### src/rtl/alarm_irq_pkg.sv
`timescale 1ns/1ps
package alarm_irq_pkg;
  localparam int unsigned FIELD_W  = 8;
  localparam int unsigned N_FIELDS = 3;
  localparam int unsigned N_SRC    = 3;
  localparam int unsigned REG_W    = 8;
  localparam int unsigned WILD_W   = 2;
  localparam int unsigned PAD_W    = REG_W - 1 - N_SRC;

  // Source order inside the flag vector; flag bit position = PAD_W + index
  typedef enum logic [1:0] {
    SRC_UPDATE   = 2'd0,
    SRC_ALARM    = 2'd1,
    SRC_PERIODIC = 2'd2
  } src_e;
endpackage

### src/rtl/alarm_rst_sync.sv
`timescale 1ns/1ps
module alarm_rst_sync #(
  parameter int unsigned STAGES = 2
) (
  input  logic clk,
  input  logic rst_n,
  output logic rst_n_sync
);
  logic [STAGES-1:0] sync_q;
  logic [STAGES-1:0] sync_d;

  always_comb sync_d = {sync_q[STAGES-2:0], 1'b1};

  always_ff @(posedge clk or negedge rst_n) begin
    if (!rst_n) sync_q <= '0;
    else        sync_q <= sync_d;
  end

  assign rst_n_sync = sync_q[STAGES-1];
endmodule

### src/rtl/alarm_cmp.sv
`timescale 1ns/1ps
module alarm_cmp #(
  parameter int unsigned FIELD_W  = 8,
  parameter int unsigned N_FIELDS = 3,
  parameter int unsigned WILD_W   = 2
) (
  input  logic [N_FIELDS*FIELD_W-1:0] cur_bus,
  input  logic [N_FIELDS*FIELD_W-1:0] alm_bus,
  output logic                        all_match
);
  logic [N_FIELDS-1:0] field_ok;

  for (genvar f = 0; f < N_FIELDS; f++) begin : g_field
    logic [FIELD_W-1:0] cur_f;
    logic [FIELD_W-1:0] alm_f;
    logic               wild;
    assign cur_f = cur_bus[f*FIELD_W +: FIELD_W];
    assign alm_f = alm_bus[f*FIELD_W +: FIELD_W];
    // top WILD_W bits all ones -> field always matches
    assign wild  = &alm_f[FIELD_W-1 -: WILD_W];
    assign field_ok[f] = wild | (alm_f == cur_f);
  end

  assign all_match = &field_ok;
endmodule

### src/rtl/alarm_flag_bank.sv
`timescale 1ns/1ps
module alarm_flag_bank #(
  parameter int unsigned N_SRC = 3
) (
  input  logic             clk,
  input  logic             rst_n,
  input  logic [N_SRC-1:0] evt,
  input  logic             clr,
  output logic [N_SRC-1:0] flags
);
  for (genvar s = 0; s < N_SRC; s++) begin : g_flag
    logic q;
    logic d;
    logic ce;

    always_comb begin
      ce = clr | evt[s];
      // an event in the clearing cycle wins over the clear
      d  = evt[s] | (q & ~clr);
    end

    always_ff @(posedge clk or negedge rst_n) begin
      if (!rst_n)  q <= 1'b0;
      else if (ce) q <= d;
    end

    assign flags[s] = q;
  end
endmodule

### src/rtl/alarm_irq_unit.sv
`timescale 1ns/1ps
module alarm_irq_unit
  import alarm_irq_pkg::*;
(
  input  logic             clk,
  input  logic             rst_n,
  input  logic [FIELD_W-1:0] cur_sec,
  input  logic [FIELD_W-1:0] cur_min,
  input  logic [FIELD_W-1:0] cur_hr,
  input  logic [FIELD_W-1:0] alm_sec,
  input  logic [FIELD_W-1:0] alm_min,
  input  logic [FIELD_W-1:0] alm_hr,
  input  logic             periodic_tick,
  input  logic             update_done,
  input  logic             en_periodic,
  input  logic             en_alarm,
  input  logic             en_update,
  input  logic             flag_rd,
  output logic [REG_W-1:0] flag_reg,
  output logic             irq_n
);
  logic                        rst_q;
  logic [N_FIELDS*FIELD_W-1:0] cur_bus;
  logic [N_FIELDS*FIELD_W-1:0] alm_bus;
  logic                        alarm_hit;
  logic [N_SRC-1:0]            evt;
  logic [N_SRC-1:0]            en_vec;
  logic [N_SRC-1:0]            flags;
  logic                        any_irq;

  alarm_rst_sync #(.STAGES(2)) u_rst (
    .clk        (clk),
    .rst_n      (rst_n),
    .rst_n_sync (rst_q)
  );

  assign cur_bus = {cur_hr, cur_min, cur_sec};
  assign alm_bus = {alm_hr, alm_min, alm_sec};

  alarm_cmp #(
    .FIELD_W  (FIELD_W),
    .N_FIELDS (N_FIELDS),
    .WILD_W   (WILD_W)
  ) u_cmp (
    .cur_bus   (cur_bus),
    .alm_bus   (alm_bus),
    .all_match (alarm_hit)
  );

  always_comb begin
    evt                = '0;
    evt[SRC_UPDATE]    = update_done;
    evt[SRC_ALARM]     = update_done & alarm_hit;
    evt[SRC_PERIODIC]  = periodic_tick;
    en_vec             = '0;
    en_vec[SRC_UPDATE]   = en_update;
    en_vec[SRC_ALARM]    = en_alarm;
    en_vec[SRC_PERIODIC] = en_periodic;
  end

  alarm_flag_bank #(.N_SRC(N_SRC)) u_flags (
    .clk   (clk),
    .rst_n (rst_q),
    .evt   (evt),
    .clr   (flag_rd),
    .flags (flags)
  );

  assign any_irq  = |(flags & en_vec);
  assign flag_reg = {any_irq, flags, {PAD_W{1'b0}}};
  assign irq_n    = ~any_irq;
endmodule

### config.mk
export PLATFORM = sky130hd
export DESIGN_NAME = alarm_irq_unit
export DESIGN_NICKNAME = d
export VERILOG_FILES = /design/src/rtl/alarm_irq_pkg.sv /design/src/rtl/alarm_rst_sync.sv /design/src/rtl/alarm_cmp.sv /design/src/rtl/alarm_flag_bank.sv /design/src/rtl/alarm_irq_unit.sv
export SDC_FILE = /design/constraint.sdc
export NUM_CORES = 1
export LEC_CHECK = 0
export BUFFER_PORTS_ARGS = -buffer_cell sky130_fd_sc_hd__buf_2
export CORE_UTILIZATION = 28
export DETAILED_ROUTE_END_ITERATION = 16
export PLACE_DENSITY = 0.74
export SYNTH_ARGS = -nofsm -noshare
export SYNTH_HDL_FRONTEND = slang
export SYNTH_SLANG_ARGS = --single-unit
### constraint.sdc
create_clock -name clk -period 0.8 [get_ports clk]
set_input_delay 0 -clock clk [delete_from_list [all_inputs] [get_ports clk]]
set_output_delay 0 -clock clk [all_outputs]
set_load 0.05 [all_outputs]
**After elaboration in Yosys (flattened, before gate mapping)**

Cells that the tools add are included.

- Flip-flop bits (word level): 5
- Bits in latches: 0
- RAM bits: 0
- Bits in read-only memories: 0
- Input bits: 56
- Word-level logic and storage cells: 28
- Memories kept: 0

- Add/subtract/negate cells: 0
- $mul: 0
- Div/mod/pow operators: 0
- Order comparisons: 0
- Equality and inequality tests: 3
- Shifts and indexed selects: 0
- Multiplexer cells: 0
- Bitwise operators: 16
- Reductions and logical operators: 5

Operators by type and width:

| kind | count |
|---|---|
| 8-bit == test | 3 |
| 1-bit bitwise OR | 9 |
| 2-bit AND reduction | 3 |
| 1-bit AND | 4 |
| 3-bit AND | 1 |
| 3-bit AND reduction | 1 |
| 3-bit OR reduction | 1 |
| 1-bit NOT | 2 |

**Longest topological paths before layout**

Gate-level depths: netlist of the first run.

- Depth in word-level cells: 5
- Mapped depth: 4
- Gate-level depth less buffers: 4

**Modules after synthesis**

From an unflattened synthesis of the first run, not the netlist that was laid out.

- Cells, all modules: 56
- Area, all modules: 519.2 µm²

Modules (own cells, without submodules):

| module | instances | cells each | area an instance (µm²) | seq. area each (µm²) |
|---|---|---|---|---|
| alarm_cmp | 1 | 34 | 280.3 | 0.0 |
| alarm_flag_bank | 1 | 10 | 123.9 | 75.1 |
| alarm_irq_unit | 1 | 9 | 61.3 | 0.0 |
| alarm_rst_sync | 1 | 3 | 53.8 | 50.0 |

**Worst setup path before layout of the first run**

No wires, ideal clock.

- Kind: register -> output
- Start point: reg u_flags.g_flag[1].q
- End point: out flag_reg[7]
- Arrival time: 2.092 ns
- Setup slack: -1.292 ns
- Stages on the path, launching flop included: 4
- Path buffers: 1
- Cell sequence: dfrtp_1 > a222oi_1 > inv_1 > buf_4

- Word-level cells in the longest chain between the ends: 2

Ends and longest elaborated chain:

| what | RTL line | source |
|---|---|---|
| from (decl) | alarm_flag_bank.sv:12 | `logic q;` |
| from (signal assigned) | alarm_flag_bank.sv:23 | `if (!rst_n) q <= 1'b0;` |
| from (signal assigned) | alarm_flag_bank.sv:24 | `else if (ce) q <= d;` |
| 3-bit AND | alarm_irq_unit.sv:69 | `assign any_irq = \|(flags & en_vec);` |
| 3-bit OR reduction | alarm_irq_unit.sv:69 |  |
| to (decl) | alarm_irq_unit.sv:19 | `output logic [REG_W-1:0] flag_reg,` |

No other way between the ends.

**Worst setup path after layout of the first run**

- Start point: reg u_flags.g_flag[1].q
- End point: out irq_n

- Word-level cells in the longest chain between the ends: 3

Ends and longest elaborated chain:

| what | RTL line | source |
|---|---|---|
| 3-bit AND | alarm_irq_unit.sv:69 |  |
| 3-bit OR reduction | alarm_irq_unit.sv:69 |  |
| 1-bit NOT | alarm_irq_unit.sv:71 | `assign irq_n = ~any_irq;` |
| to (decl) | alarm_irq_unit.sv:20 | `output logic irq_n` |

No other way between the ends.

==> summary.md, run 1 <==
| Metric | Value |
|---|---|
| WP buf/inv | 1 |
| Synth area leaders | xor2_1, dfrtp_1, buf_4 |
| Cells along the critical path | a222oi_1 -> buf_4 |
| DRT iter0 DRCs | 7 |
| CP max-delay cell | a222oi_1 |
| Die Ht | 45.1 microns |
| Global-route wire length before repair | around 2200 microns |
| DRC | 0 |
| Internal power | 0.690 mW |
| Worst R2R Path Depth | 2 |
| Final Instance Count excl. Fillers | 148 |
| Fin nets | 180 |
| Max Slew Vio Count | 0 |
| I/O pins | 65 |
| Die area | 2030 sq um |
| Port buffer count | 60 |
| Sequential share of the synthesized area | 0.241 |
| Post-Synthesis Cell Area | around 520 sq um |
| LEAKAGE | roughly 0.53 nW |
| Wire per inst | roughly 9.6 microns |
| Std-Cell Rows | 15 |
| Launch point of the worst reg-to-reg path | u_flags.g_flag[2].q |
| Sw Ratio | 0.335 |
| Total grt overflow | 0 |
| GPL Wtd Cong | roughly 0.69 |
| Dpl ws | -0.293 ns |
| Crit. path cell count | 2 |
| Minimum clock period | 1.28 ns |
| # setup viols final | 6 |
| Worst-Skew Late Latency | 0.24 ns |
| Max FO, Critical Path | 2 |
| CTS tree | done |
| Tcrit/Tclk final | 1.60 |
| Critical Path AT | approximately 1.3 ns |
| Die X | 45.1 microns |
| Fraction of final layout cells sized beyond drive strength 1 | 0.561 |
| Fill cells | roughly 180 |
| Hold Crit Class | reg2async |
| Final WS setup | -0.482 ns |
| Final instance area | approximately 960 sq um |
| Final hold vios | 0 |
| Post-layout util | 0.554 |
| Combinational power share | 0.453 |
| Warnings, synthesis | 0 |
| Largest net degree at the start of global routing | 4 |
| CP Launch Type | register |
| WL final | 1430 microns |
| Vias/cell | between 4 and 5 |
| Area leader, netlist | xor2_1 |
| Initial DRT Pass Iterations | 4 |
| Avg Inst Size Synth | just over 9 sq um |
| Max_cap viols | 0 |
| Dpl hpwl | 1180 microns |
| Clock power share | 0.282 |
| Area Growth Syn to Fin | 84.3% |
| Top Family by Delay on Critical Path | compound AO/OA/AOI/OAI gates |
| Via count | 640 |
| Worst r2r dst | u_flags.g_flag[2].q |
| Yosys top cell area share | 0.405 |
| Starting density of the core | 0.301 |
| Psw | approximately 0.35 mW |
| Maximum clock rate | between 0.7 and 0.8 GHz |
| CTS Buf Count | 3 |
| Core region area | 1730 sq um |
| Critical Path Sink Type | output pin |
| Flop pwr share | 0.265 |
| CP max stage delay | around 0.39 ns |
| Worst path required time | ~0.80 ns |
| Max VDD drop | ~0.52 mV |
| Status | finished with violations |
| Clock root buffer | clkbuf_4 |
| Flop-to-flop setup slack | 0.03 ns |
| Synthesized flop and latch total | 5 |
| Post-DP Area | around 840 sq um |
| CTS sink cnt | 5 |
| Vias in the first global route | ~610 |
| Failing checks | negative setup slack |
| RSZ-0062 raised after global routing | true |
| Reg clk slew, reported paths | roughly 0.05 ns |
| CP Class | reg2out |
| Antenna cells | 0 |
| Htree depth | 1 |
| Synth Instances | 56 |
| Routed Antenna Nets | 0 |
| Initial antenna violation count | 0 |
| Hold Slack | around 0.034 ns |
| All-Layer GR Usage | 0.157 |
| Yosys cell types | 11 |
| Pwr Total | between 1 and 1.5 mW |
| Clock Path Buffers | 2 |
| Final setup TNS | -1.23 ns |
| Total power per unit cell area | approximately 1100 nW/um^2 |
| Clk_skew | 0.00449 ns |
| Placed cells | roughly 140 |
-- repair_timing --
action                                  CTS  global route
endpoints found under the hold margin     4             0
buffers inserted                          0             0
pin swaps                                 3             0
gates resized for setup                  16             0
endpoints found under the setup margin    6             6
hold buffers                              3             0
-- synthesized netlist by cell type (all sizes together) --
cell type  number
conb            2
a21o            2
nand2           1
o41ai           1
a222oi          1
inv             3
buf             8
xor2           24
nor4            6
dfrtp           5
a22oi           3
-- how the worst max path moves through the flow --
stage / from / endpoint / slack [ns]
floorplan: u_flags.g_flag[1].q / flag_reg[7] / -1.29
global placement: alm_min[7] / u_flags.g_flag[1].q / -0.28
detailed placement: alm_min[6] / u_flags.g_flag[1].q / -0.29
CTS: u_flags.g_flag[1].q / irq_n / -0.49
global route: u_flags.g_flag[1].q / flag_reg[7] / -0.58
finish: u_flags.g_flag[1].q / irq_n / -0.48
-- power by group through the flow --
stage | sequential (mW) | combinational [mW] | clock (mW)
global route | 0.277 | 0.511 | 0.324
CTS | 0.275 | 0.473 | 0.308
floorplan | 0.277 | 0.246 | 0
global placement | 0.277 | 0.408 | 0
finish | 0.275 | 0.470 | 0.292
detailed placement | 0.278 | 0.419 | 0
-- final cells by class --
cell class | instances | area, sq um | area share
Clock buffer | 4 | 26.3 | 0.0275
Inverter | 3 | 11.3 | 0.0118
Multi-Input combinational cell | 43 | 334 | 0.349
Sequential cell | 5 | 125 | 0.131
Tap cell | 25 | 31.3 | 0.0327
Timing Repair Buffer | 68 | 429 | 0.448
-- state kept, by name, indices dropped and copies added, names as in the netlist --
name,flops
u_flags.g_flag.q,3
u_rst.sync_q,2
-- worst reg2reg max path: stages, from the launching register on --
cell,delay [ns]
dfrtp_1,0.38
buf_6,0.12
a21o_1,0.16
-- layout by cell type (no fill, tap or decap), types with 2 or more instances in the layout --
cell type | synthesis | routed
buf_8 | 0 | 2
xor2_1 | 24 | 24
nor4_1 | 6 | 6
a22oi_1 | 3 | 3
buf_4 | 8 | 4
dfrtp_1 | 5 | 5
dlygate4sd3_1 | 0 | 3
buf_2 | 0 | 52
conb_1 | 2 | 5
clkbuf_4 | 0 | 3
a21o_1 | 2 | 2
inv_1 | 3 | 3
buf_6 | 0 | 7
-- cells by family (layout without fill, tap and decap cells) --
logic type,count (synthesis),count (layout),synth area share
xor+xnor,24,24,0.405
buf+inv,11,75,0.137
compound gates,7,7,0.123
simple gates,7,7,0.0795
flops,5,5,0.241
other cells,2,5,0.0145
-- metal layers --
metal / routed length, microns / part of all wire / track usage
met1: 411 / 0.29 / 0.133
met2: 848 / 0.59 / 0.330
met3: 166 / 0.12 / 0.0440
met4: 0 / 0 / 0.0545
met5: 0 / 0 / 0
(Power assumes the default switching activity.)
==> inputs of run 2 (changes only) <==
--- a/config.mk
+++ b/config.mk
@@ -8,7 +8,7 @@
 export BUFFER_PORTS_ARGS = -buffer_cell sky130_fd_sc_hd__buf_2
 export CORE_UTILIZATION = 28
 export DETAILED_ROUTE_END_ITERATION = 16
-export PLACE_DENSITY = 0.74
+export PLACE_DENSITY_LB_ADDON = 0.08
 export SYNTH_ARGS = -nofsm -noshare
 export SYNTH_HDL_FRONTEND = slang
 export SYNTH_SLANG_ARGS = --single-unit
==> run 2 against run 1 <==
  * The flow still finishes with violations (negative setup slack)
  * Via count fell by 3.3%
  * Power rose by 0.33%
  * Critical path depth is the same
  * Clock skew decreased by 0.0030 ns
  * Largest power group unchanged
  * Highest routed layer is now met4
==> summary.md, run 2 (synthesis results as in run 1) <==
| Metric | Value |
|---|---|
| Clock Path Buffers | 2 (unchanged) |
| Htree depth | 1 (unchanged) |
| Largest net degree at the start of global routing | 4 (unchanged) |
| Die X | 45.1 microns (unchanged) |
| Port buffer count | 60 (unchanged) |
| Reg with most FFs | u_flags.g_flag.q |
| LEAKAGE | 0.548 nW (+3.0%) |
| Failing checks | negative setup slack |
| Most frequent cells in the layout | buf_2, xor2_1, buf_6, buf_4 |
| Global-route wire length before repair | 1890 microns (-15%) |
| Hold depth | 3 |
| Max Slew Vio Count | 0 (unchanged) |
| Final setup TNS | -1.38 ns (-0.147 ns) |
| Fraction of final layout cells sized beyond drive strength 1 | 0.587 (+0.0263) |
| Max_cap viols | 0 (unchanged) |
| Final WS setup | -0.483 ns (-0.000855 ns) |
| Clk_skew | 0.00152 ns (-0.00297 ns) |
| Final hold vios | 0 (unchanged) |
| Largest register FFs | 3 (unchanged) |
| Most common cell after layout, fill and taps aside | buf_2 |
| Die area | 2030 sq um (unchanged) |
| Worst path required time | 0.80 ns (about the same) |
| Dpl hpwl | 1080 microns (-8.0%) |
| CTS Buf Count | 3 (unchanged) |
| Area Growth Syn to Fin | 90.6% |
| Worst-Skew Late Latency | 0.24 ns (about the same) |
| # setup viols final | 6 (unchanged) |
| Fin nets | 183 (+1.7%) |
| CP max stage delay | 0.39 ns (about the same) |
| Worst R2R Path Depth | 4 (+2) |
| Starting density of the core | 0.301 (unchanged) |
| Vias/cell | 4.10 (-5.2%) |
| Initial antenna violation count | 0 (unchanged) |
| Die Ht | 45.1 microns (unchanged) |
| Max VDD drop | 0.441 mV (-16%) |
| Dpl ws | -0.286 ns (+0.00732 ns) |
| Fill cells | 169 (-4.0%) |
| Pwr Total | 1.04 mW (+0.33%) |
| Cells along the critical path | a222oi_1 -> buf_4 |
| Reg clk slew, reported paths | 0.04 ns (about the same) |
| DRT iter0 DRCs | 11 (+4) |
| Placed cells | 143 (+1.4%) |
| WL final | 1310 microns (-8.4%) |
| Critical Path AT | 1.28 ns (about the same) |
| I/O pins | 65 (unchanged) |
| Core region area | 1730 sq um (unchanged) |
| CP Launch Type | register |
| Maximum clock rate | 0.779 GHz (about the same) |
| GPL Wtd Cong | 0.635 (-8.3%) |
| Std-Cell Rows | 15 (unchanged) |
| RSZ-0062 raised after global routing | true |
| Critical Path Sink Type | output pin |
| Antenna cells | 0 (unchanged) |
| Top Registers | u_flags.g_flag.q (3), u_rst.sync_q (2) |
| CP Class | reg2out |
| CP max-delay cell | a222oi_1 |
| Tcrit/Tclk final | 1.60 (about the same) |
| Wire per inst | 8.65 microns (-10%) |
| Total grt overflow | 0 (unchanged) |
| Via count | 619 (-3.3%) |
| CTS tree | done |
| Minimum clock period | 1.28 ns (+0.000855 ns) |
| Routed Antenna Nets | 0 (unchanged) |
| Vias in the first global route | 530 (-12%) |
| Max FO, Critical Path | 2 (unchanged) |
| Hold Crit Class | in2reg |
| All-Layer GR Usage | 0.133 (-0.0242) |
| Clock root buffer | clkbuf_4 |
| Initial DRT Pass Iterations | 4 (unchanged) |
| CTS sink cnt | 5 (unchanged) |
| DRC | 0 (unchanged) |
| Total power per unit cell area | 1050 nW/um^2 (-3.0%) |
| Status | finished with violations |
| Final Instance Count excl. Fillers | 151 (+2.0%) |
[run 2: power by group]
group | total [mW] | switching (mW) | leakage (nW) | internal, mW
sequential | 0.275 | 0.00863 | 0.0587 | 0.267
clock | 0.286 | 0.0980 | 0.0150 | 0.188
combinational | 0.479 | 0.238 | 0.474 | 0.241
[run 2: final timing paths]
check | startpoint | end | slack [ns]
setup / recovery | u_flags.g_flag[1].q | irq_n | -0.48
hold / removal | update_done | u_flags.g_flag[1].q | 0.03
setup reg to reg | u_flags.g_flag[1].q | u_flags.g_flag[1].q | -0.05
hold reg to reg | u_rst.sync_q[1] | u_flags.g_flag[0].q | 0.04
max in group asynchronous | rst_n | u_rst.sync_q[0] | 0.63
min in group asynchronous | u_rst.sync_q[1] | u_flags.g_flag[0].q | 0.04
[run 2: what timing repair did]
item / CTS / global route
resized for setup: 15 / 5
hold buffers: 3 / 0
pin swaps: 2 / 2
setup buffers: 0 / 2
setup endpoints to repair: 6 / 7
hold endpoints to repair: 4 / 0
[run 2: layer usage]
layer	wire length, microns	global-route usage	up-vias
li1	-	-	317
met1	452	0.0963	263
met2	722	0.270	37
met3	117	0.0520	2
met4	12	0.0848	0
met5	0	0	-
[run 2: cell type report]
cell class | count | area, sq um | share of cell area
Inverter | 3 | 11.3 | 0.0114
Clock buffer | 4 | 26.3 | 0.0265
Sequential cell | 5 | 125 | 0.126
Tap cell | 25 | 31.3 | 0.0316
Timing Repair Buffer | 71 | 453 | 0.458
Multi-Input combinational cell | 43 | 343 | 0.346
[run 2: critical path, delay by kind of cell, from the launching register on]
family / cells / cell delay, ns
compound gates: 1 / 0.39
buf+inv: 1 / 0.27
flops: 1 / 0.38
[run 2: per-stage QoR]
step	area, sq um	hold WS (ns)	util
after CTS	966	0.0216	0.559
after global placement	855	-0.215	0.495
after global routing	990	0.0296	0.573
after floorplan	531	-0.296	-
final	990	0.0294	0.573
after detailed placement	855	-0.214	0.495
